===== src/rtl/tq_pkg.sv =====
package tq_pkg;
  // Clamp a requested delay length into 1..max_len
  function automatic logic [5:0] clamp_len(input logic [5:0] v, input logic [5:0] max_len);
    if (v == 6'd0)
      return 6'd1;
    else if (v > max_len)
      return max_len;
    else
      return v;
  endfunction
endpackage


===== src/rtl/tq_delay.sv =====
module tq_delay #(
  parameter int W     = 16,
  parameter int DEPTH = 32,
  localparam int SW   = $clog2(DEPTH)
) (
  input  logic          clk,
  input  logic          rst_n,
  input  logic          clr,
  input  logic          shift,
  input  logic [W-1:0]  in_data,
  input  logic [SW-1:0] tap,
  output logic [W-1:0]  out_data,
  output logic          out_valid
);
  logic [W-1:0]     dat [DEPTH];
  logic [DEPTH-1:0] vld;

  always_ff @(posedge clk or negedge rst_n) begin
    if (!rst_n)
      vld <= '0;
    else if (clr)
      vld <= '0;
    else if (shift)
      vld <= {vld[DEPTH-2:0], 1'b1};
  end

  always_ff @(posedge clk) begin
    if (shift && !clr) dat[0] <= in_data;
  end

  for (genvar i = 1; i < DEPTH; i++) begin : g_stage
    always_ff @(posedge clk) begin
      if (shift && !clr) dat[i] <= dat[i-1];
    end
  end

  assign out_data  = dat[tap];
  assign out_valid = vld[tap];


  shift_advance_chk: assert property (@(posedge clk) disable iff (!rst_n)
    (shift && !clr && vld[0]) |=> (vld[1] && dat[1] == $past(dat[0])));
endmodule


===== src/rtl/tq_fifo.sv =====
module tq_fifo #(
  parameter int W     = 16,
  parameter int DEPTH = 16,
  localparam int AW   = $clog2(DEPTH),
  localparam int LW   = AW + 1
) (
  input  logic          clk,
  input  logic          rst_n,
  input  logic          clr,
  input  logic          push,
  input  logic [W-1:0]  push_data,
  input  logic          pop,
  output logic [W-1:0]  head,
  output logic [LW-1:0] level,
  output logic [AW-1:0] wr_ptr,
  output logic [AW-1:0] rd_ptr,
  output logic          full,
  output logic          empty
);
  logic [W-1:0] mem [DEPTH];
  logic do_push, do_pop;

  assign full    = (level == LW'(DEPTH));
  assign empty   = (level == '0);
  assign do_push = push && !full && !clr;
  assign do_pop  = pop && !empty && !clr;
  assign head    = mem[rd_ptr];

  function automatic logic [AW-1:0] nxt(input logic [AW-1:0] p);
    return (p == AW'(DEPTH - 1)) ? '0 : p + AW'(1);
  endfunction

  always_ff @(posedge clk or negedge rst_n) begin
    if (!rst_n) begin
      wr_ptr <= '0;
      rd_ptr <= '0;
      level  <= '0;
    end else if (clr) begin
      wr_ptr <= '0;
      rd_ptr <= '0;
      level  <= '0;
    end else begin
      if (do_push) wr_ptr <= nxt(wr_ptr);
      if (do_pop)  rd_ptr <= nxt(rd_ptr);
      if (do_push && !do_pop)      level <= level + LW'(1);
      else if (do_pop && !do_push) level <= level - LW'(1);
    end
  end

  always_ff @(posedge clk) begin
    if (do_push) mem[wr_ptr] <= push_data;
  end


  level_bound_chk: assert property (@(posedge clk) disable iff (!rst_n)
    level <= LW'(DEPTH));

  no_overflow_chk: assert property (@(posedge clk) disable iff (!rst_n)
    (push && full && !pop && !clr) |=> (level == LW'(DEPTH)));
endmodule


===== src/rtl/trig_event_queue.sv =====
module trig_event_queue #(
  parameter int REC_W    = 16,
  parameter int MAX_DLY  = 32,
  parameter int L2_DEPTH = 16,
  parameter int RO_DEPTH = 16,
  localparam int DLY_W   = $clog2(MAX_DLY + 1),
  localparam int SW      = $clog2(MAX_DLY),
  localparam int L2_AW   = $clog2(L2_DEPTH),
  localparam int RO_AW   = $clog2(RO_DEPTH)
) (
  input  logic             clk,
  input  logic             rst_n,
  input  logic             init,
  input  logic [DLY_W-1:0] dly_len,
  input  logic             tick,
  input  logic [REC_W-1:0] rec_in,
  input  logic             l1_accept,
  input  logic             l2_decision,
  input  logic             l2_accept,
  input  logic             err_clr,
  input  logic             ro_ready,
  output logic             ro_valid,
  output logic [REC_W-1:0] ro_data,
  output logic [L2_AW-1:0] l2_wr_ptr,
  output logic [L2_AW-1:0] l2_rd_ptr,
  output logic [L2_AW:0]   l2_level,
  output logic [RO_AW-1:0] ro_wr_ptr,
  output logic [RO_AW-1:0] ro_rd_ptr,
  output logic [RO_AW:0]   ro_level,
  output logic             err
);
  import tq_pkg::*;

  logic [DLY_W-1:0] len_q, len_m1, len_new;
  logic [REC_W-1:0] tap_data, l2_head, ro_head;
  logic tap_valid, l2_full, l2_empty, ro_full, ro_empty;
  logic l1_push, l2_pop, ro_push, ro_pop;
  logic ovf, unf, ro_drop;

  assign len_new = DLY_W'(clamp_len(6'(dly_len), 6'(MAX_DLY)));
  assign len_m1  = len_q - DLY_W'(1);

  always_ff @(posedge clk or negedge rst_n) begin
    if (!rst_n)    len_q <= DLY_W'(1);
    else if (init) len_q <= len_new;
  end

  tq_delay #(.W(REC_W), .DEPTH(MAX_DLY)) u_delay (
    .clk(clk), .rst_n(rst_n), .clr(init), .shift(tick), .in_data(rec_in),
    .tap(len_m1[SW-1:0]), .out_data(tap_data), .out_valid(tap_valid));

  assign l1_push = tick && l1_accept && tap_valid && !init;
  assign l2_pop  = l2_decision && !l2_empty && !init;
  assign ro_push = l2_pop && l2_accept;
  assign ro_pop  = ro_valid && ro_ready && !init;

  tq_fifo #(.W(REC_W), .DEPTH(L2_DEPTH)) u_l2 (
    .clk(clk), .rst_n(rst_n), .clr(init), .push(l1_push), .push_data(tap_data),
    .pop(l2_pop), .head(l2_head), .level(l2_level), .wr_ptr(l2_wr_ptr),
    .rd_ptr(l2_rd_ptr), .full(l2_full), .empty(l2_empty));

  tq_fifo #(.W(REC_W), .DEPTH(RO_DEPTH)) u_ro (
    .clk(clk), .rst_n(rst_n), .clr(init), .push(ro_push), .push_data(l2_head),
    .pop(ro_pop), .head(ro_head), .level(ro_level), .wr_ptr(ro_wr_ptr),
    .rd_ptr(ro_rd_ptr), .full(ro_full), .empty(ro_empty));

  assign ro_valid = !ro_empty;
  assign ro_data  = ro_empty ? '0 : ro_head;

  assign ovf     = l1_push && l2_full;
  assign unf     = l2_decision && l2_empty && !init;
  assign ro_drop = ro_push && ro_full;

  always_ff @(posedge clk or negedge rst_n) begin
    if (!rst_n)                 err <= 1'b0;
    else if (init)              err <= 1'b0;
    else if (ovf || unf || ro_drop) err <= 1'b1;
    else if (err_clr)           err <= 1'b0;
  end


  underflow_err_chk: assert property (@(posedge clk) disable iff (!rst_n)
    (l2_decision && !init && l2_level == '0) |=> err);

  ro_full_err_chk: assert property (@(posedge clk) disable iff (!rst_n)
    (l2_decision && l2_accept && !init && l2_level != '0 && ro_level == (RO_AW+1)'(RO_DEPTH)) |=> err);

  err_sticky_chk: assert property (@(posedge clk) disable iff (!rst_n)
    (err && !init && !err_clr) |=> err);

  init_clear_chk: assert property (@(posedge clk) disable iff (!rst_n)
    init |=> (l2_level == '0 && ro_level == '0 && !err && !ro_valid));
endmodule


===== config.mk =====
export PLATFORM = sky130hd
export DESIGN_NAME = trig_event_queue
export DESIGN_NICKNAME = d
export VERILOG_FILES = /design/src/rtl/tq_pkg.sv /design/src/rtl/tq_delay.sv /design/src/rtl/tq_fifo.sv /design/src/rtl/trig_event_queue.sv
export SDC_FILE = /design/constraint.sdc
export NUM_CORES = 1
export LEC_CHECK = 0
export BUFFER_PORTS_ARGS = -buffer_cell sky130_fd_sc_hd__buf_4
export CAP_MARGIN = 20
export CORE_MARGIN = 3
export CORE_UTILIZATION = 40
export DETAILED_ROUTE_END_ITERATION = 16
export PLACE_DENSITY = 0.64
export SLEW_MARGIN = 20
export SYNTH_ARGS = -nofsm -noshare
export SYNTH_HDL_FRONTEND = slang
export SYNTH_HIERARCHICAL = 1
export SYNTH_SLANG_ARGS = --single-unit

===== constraint.sdc =====
create_clock -name clk -period 5.35 [get_ports clk]
set_input_delay 0.8025 -clock clk [delete_from_list [all_inputs] [get_ports clk]]
set_output_delay 0.8025 -clock clk [all_outputs]
set_load 0.05 [all_outputs]

* After elaboration in Yosys (flattened, before gate mapping)
Memory sizes are Yosys's and may differ from the RTL's. Cells that the tools add are included.
Word-level totals: logic and storage cells 110, bits in writable memories 1024, output and inout bits 44, input bits 31, memories kept 3, bits in registers 64
Memories:
- u_delay.dat | words 32, width 16, rd ports 32, clocked after memory_dff 0, write ports 32, RTL line tq_delay.sv:15 | logic [W-1:0] dat [DEPTH];
- u_l2.mem | words 16, width 16, rd ports 1, clocked after memory_dff 0, write ports 1, RTL line tq_fifo.sv:20 | logic [W-1:0] mem [DEPTH];
- u_ro.mem | words 16, width 16, rd ports 1, clocked after memory_dff 0, write ports 1, RTL line tq_fifo.sv:20
Cells by class: muxes and demuxes 34, magnitude comparators 2, equal/unequal tests 6, reductions and logical operators 47, add/subtract/negate cells 9
Operators by type and width (count):
- $mux W32 | 2
- $mux W4 | 12
- $mux W5 | 8
- $logic_and A1 B1 Y1 | 25
- $add A4 B1 Y4 const B | 4
- $eq A4 B4 Y1 const B | 4
- $mux W16 | 1
- $sub A5 B1 Y5 const B | 3
- $add A5 B1 Y5 const B | 2
- $eq A5 B5 Y1 const B | 2
- $logic_not A5 Y1 | 2
- $mux W1 | 10
- $reduce_bool A2 Y1 | 5
- $logic_not A1 Y1 | 9
- $reduce_bool A3 Y1 | 3
- $gt A6 B6 Y1 const B | 1
- $logic_not A6 Y1 | 1
- $lt A5 B6 Y1 const B | 1
- $bmux W1 S5 | 1
- $logic_or A1 B1 Y1 | 2

* Logic depth before layout (Yosys ltp)
word-level depth 12, depth in mapped cells 19

* Cells and area by module
The synthesis kept the hierarchy.
Modules (own cells, without submodules):
- tq_delay | cells an instance 1222, area an instance 21503.1 um2, seq. area each 16175.5 um2, times used 1
- tq_fifo at u_l2 | cells an instance 585, area an instance 10811.6 um2, seq. area each 8012.7 um2, times used 1
- tq_fifo at u_ro | cells an instance 582, area an instance 10792.9 um2, seq. area each 8012.7 um2, times used 1
- trig_event_queue | cells an instance 57, area an instance 469.2 um2, seq. area each 151.4 um2, times used 1

* Worst setup path after synthesis
Ideal clock, no wire load.
path type in2reg, start input tick, end memory u_delay.dat[0][0] (enable), stages on the path 3, data required time 3893 ps, library setup time 1457 ps, data arrival time 23684 ps, path slack -19791 ps, cell sequence clkbuf_1 buf_2 nor2b_1
RTL lines:
- from (decl) | RTL line trig_event_queue.sv:15 | input logic tick,
- to (decl) | RTL line tq_delay.sv:15

* Final worst setup path
start register len_q[0], end register u_l2.level[4]
On the way: word-level cells in the longest chain between the ends 10, elaborated cells between the ends (all ways) 13, classes of those cells add/sub: 1; mux: 4; reduce/logical: 8
RTL lines:
- from (decl) | RTL line trig_event_queue.sv:34 | logic [DLY_W-1:0] len_q, len_m1, len_new;
- from (signal assigned) | RTL line trig_event_queue.sv:45 | else if (init) len_q <= len_new;
- $sub A5 B1 Y5 * | RTL line trig_event_queue.sv:41 | assign len_m1 = len_q - DLY_W'(1);
- named net len_m1[0] | RTL line trig_event_queue.sv:34
- $bmux W1 S5 * | RTL line tq_delay.sv:38 | assign out_valid = vld[tap];
- $mux W1 (not written as such) * | RTL line tq_delay.sv:38
- named net tap_valid | RTL line trig_event_queue.sv:36 | logic tap_valid, l2_full, l2_empty, ro_full, ro_empty;
- $logic_and A1 B1 Y1 * (2 in series) | RTL line trig_event_queue.sv:52 | assign l1_push = tick && l1_accept && tap_valid && !init;
- named net l1_push | RTL line trig_event_queue.sv:37 | logic l1_push, l2_pop, ro_push, ro_pop;
- $logic_and A1 B1 Y1 * (2 in series) | RTL line tq_fifo.sv:25 | assign do_push = push && !full && !clr;
- $logic_and A1 B1 Y1 or $logic_not A1 Y1 (tied branches) | RTL line tq_fifo.sv:45, tq_fifo.sv:46
- $mux W5 or $logic_and A1 B1 Y1 (tied branches) | RTL line tq_fifo.sv:45, tq_fifo.sv:46
- $mux W5 or $reduce_bool A3 Y1 (tied branches)
- to (signal assigned) | RTL line tq_fifo.sv:45 | if (do_push && !do_pop) level <= level + LW'(1);
- to (signal assigned) | RTL line tq_fifo.sv:46 | else if (do_pop && !do_push) level <= level - LW'(1);
- to (decl) | RTL line tq_fifo.sv:14 | output logic [LW-1:0] level,
The timed path passes the listed nets; every way through them passes the cells marked *. The select of a mux whose other input is x is not followed. A chain may end at the register's enable or synchronous reset.

==> impl_metrics.py <==
metrics = {
    "finish": {
        "multi_input_comb_area_sq_um": 10400,
        "area_growth_pct": 13.0,
        "nets": 2610,
        "drive_above_1_share_pct": 15.7,
        "seq_area_sq_um": 32400,
        "n_fill_cell": 9045,
        "antennaDiodeCount": 0,
    },
    "setup_path": {
        "endpoint_kind": "flop",
        "cp.required_ps": 5940,
        "max_stage_delay_ps": 580,
        "arrival_ps": 5230,
        "critPathKind": "reg -> reg",
        "crit_path_cell_trace": "inv_8, ha_1, xor2_1, nor2b_4, buf_4, nand2_1, nand3_1, nand3_1, and4b_1, inv_1, a211oi_2, nand2_1, fa_1, a21o_1, a2111oi_0, o21ai_0, a31oi_1",
        "critPathMaxFanout": 48,
        "critPathLaunchType": "flop",
        "cpMaxStageDelayCell": "dfstp_2",
        "r2r_cells": 17,
    },
    "flow_run": {
        "cap_viol_max_count": 0,
    },
    "sta": {
        "fmaxAchievable_mhz": 216,
        "setup_ws_ps": 712,
        "worst_pin_slew_ps": 1170,
        "grt_setup_unrepaired": "false",
        "fin_crit_ps": 4640,
        "hold_viol": 0,
        "slew_headroom_pct": 21.7,
        "setup_violations": 0,
        "finClkSkew_ps": 20.8,
        "maxSlewViolCount": 0,
        "holdWs_ps": 225,
        "fin_crit_sh_pct": 86.7,
    },
    "placed_design": {
        "place_ws_ps": 747,
        "place_congestion": 0.782,
        "hpwl_mm": 49.9,
        "portBuffers": 74,
    },
    "yosys": {
        "yosysTopAreaCell": "edfxtp_1",
        "synth_most_common_cell": "edfxtp_1",
        "syn_area_per_cell_sq_um": 17.8,
        "synth.area.top_cells": "edfxtp_1 (71%), mux2i_1 (10%), dfrtp_1 (3.6%)",
        "synth_edf_count": 1024,
        "synth_ff_type": "edfxtp_1",
        "synth_top_area_share_pct": 70.6,
        "syn_nets": 2498,
        "ys_types": 59,
        "synth_cells": 2446,
        "async_reset_ff_share_pct": 5.88,
        "yosys_warnings": 6,
        "synth.cell_area_sq_um": 43600,
        "ys_seq_area_share_pct": 74.2,
        "ys_ff_latch": 1088,
        "ys_top_cells_by_count": "edfxtp_1 (1024), mux2i_1 (438), a22oi_1 (100)",
    },
    "global_route": {
        "antenna_found_initial": 0,
        "grt_pass1_wl_mm": 138,
        "gr-usage-all-layers_pct": 15.7,
        "grt-ovfl-total": 0,
        "grt_max_degree": 147,
        "grt_pass1_vias": 23000,
    },
    "cts": {
        "clkSinkCount": 1088,
        "cts_tree": "built",
        "clockBufferDepth": 3,
        "worst_skew_pair.late_latency_ps": 670,
        "htreeDepth": 3,
        "clockRootBuffer": "clkbuf_16",
        "cts_resized": 0,
        "postCtsHoldBufs": 0,
        "cts_made_buffers": 106,
        "cts_setup_buffers": 0,
        "path_clk_slew_ps": 60,
    },
    "power_and_ir_drop": {
        "total_leakage_power_nw": 17.4,
        "power.density_nw_per_um2": 411,
        "finalPower_mw": 20.2,
        "ir_drop_mv": 0.243,
    },
    "detailed_routing": {
        "drc_errors": 0,
        "drtIter0Drc": 1932,
        "wirelength_mm": 89.2,
        "dr_total_vias": 22300,
        "dr.pass1.iters": 5,
        "wl_per_cell_microns": 22.0,
        "ant_nets": 0,
        "vias_per_cell": 5.50,
    },
    "floorplanning": {
        "placementRows": 120,
        "start_util_pct": 40.5,
        "fp.dieW_microns": 336,
        "fp.coreArea_sq_um": 108000,
        "ios": 75,
        "dieArea_sq_um": 113000,
        "die_h_microns": 336,
    },
    "status": {
        "status": "finished clean",
    },
    "min_path": {
        "hp-class": "in -> async",
    },
}
==> state kept, by name, indices dropped and copies added, names as in the netlist <==
register / cells
u_delay/vld: 32
u_l2/mem: 256
len_q: 5
u_l2/rd_ptr: 4
u_ro/level: 5
u_l2/wr_ptr: 4
err: 1
u_delay/dat: 512
u_ro/rd_ptr: 4
u_l2/level: 5
u_ro/wr_ptr: 4
u_ro/mem: 256
==> area by class of cell <==
cell class / count / area share (%)
well taps: 1403 / 3.56
multi-input cells: 1188 / 21.1
inverters: 24 / 0.198
clock buffers: 126 / 5.58
repair buffers: 150 / 2.44
clock inverters: 75 / 1.38
flip-flops and latches: 1088 / 65.7
==> metal layers <==
metal	global-route usage (%)	up-vias	part of all wire, %
met5	0	-	0
met4	5.11	0	2.8
met3	2.34	169	4.7
met2	26.4	587	49
met1	21.1	11500	43
li1	-	10100	-
==> cell families (layout without fill, tap and decap cells) <==
| logic type | count (synthesis) | count (layout) | share of synthesized area [%] |
|---|---|---|---|
| buffers and inverters | 170 | 375 | 2.17 |
| AO/OA/AOI/OAI | 344 | 344 | 5.79 |
| XOR/XNOR | 10 | 10 | 0.201 |
| flip-flops | 1088 | 1088 | 74.2 |
| adder cells (fa/ha/maj) | 21 | 21 | 0.637 |
| multiplexers | 508 | 508 | 13.6 |
| AND/OR/NAND/NOR | 305 | 305 | 3.38 |
==> path summary, 6_finish.rpt <==
path                                          startpoint                             to  slack [ps]
setup / recovery                    len_q[0]$_DFFE_PN1P_      u_l2/level[4]$_DFFE_PN0P_         710
hold / removal                                     rst_n     u_ro/wr_ptr[3]$_DFFE_PN0P_         230
setup reg to reg                    len_q[0]$_DFFE_PN1P_      u_l2/level[4]$_DFFE_PN0P_         710
hold reg to reg            u_delay/dat[20][15]$_DFFE_PP_  u_delay/dat[21][15]$_DFFE_PP_         430
max in group asynchronous                          rst_n     u_l2/rd_ptr[0]$_DFFE_PN0P_        4470
min in group clk                               rec_in[3]    u_delay/dat[0][3]$_DFFE_PP_         310
==> cells in the final DEF (no fill, tap or decap), types with 19 or more instances in the layout <==
cell type / n
ha_1: 19
nor2b_1: 19
nor2_1: 75
a31oi_1: 20
clkinv_1: 21
nand3_1: 43
nand2_1: 89
nand4_1: 19
mux2i_1: 438
inv_1: 22
edfxtp_1: 1024
dfrtp_1: 61
clkinv_2: 28
a21oi_1: 51
clkbuf_16: 107
mux4_2: 64
buf_4: 144
a22o_1: 34
clkbuf_1: 19
a22oi_1: 100
o21ai_0: 37
a221oi_1: 64
==> report_power, final <==
group / switching (mW) / total, mW / internal, mW
clock network: 3.17 / 7.33 / 4.17
registers: 0.228 / 10.1 / 9.91
logic: 1.82 / 2.76 / 0.939
total: 5.21 / 20.2 / 15.0
==> metrics by stage <==
stage / TNS, ps / util (%) / instances / area (sq um)
finish: 0 / 45.7 / 4054 / 49300
global route: 0 / 45.7 / 4054 / 49300
CTS: 0 / 45.7 / 4054 / 49300
detailed placement: 0 / 42.6 / 3853 / 45800
global placement: 0 / 42.6 / 3853 / 45800
floorplan: -1957930 / - / 2446 / 43600
==> worst max-delay path: cells and delay by family (launching register included) <==
| family | cells | cell delay, ps |
|---|---|---|
| compound gates | 5 | 1240 |
| simple gates | 6 | 920 |
| fa+ha+maj | 2 | 760 |
| flops | 1 | 580 |
| buf+inv | 3 | 540 |
| xor+xnor | 1 | 480 |
Power figures use the tool's default switching activity.
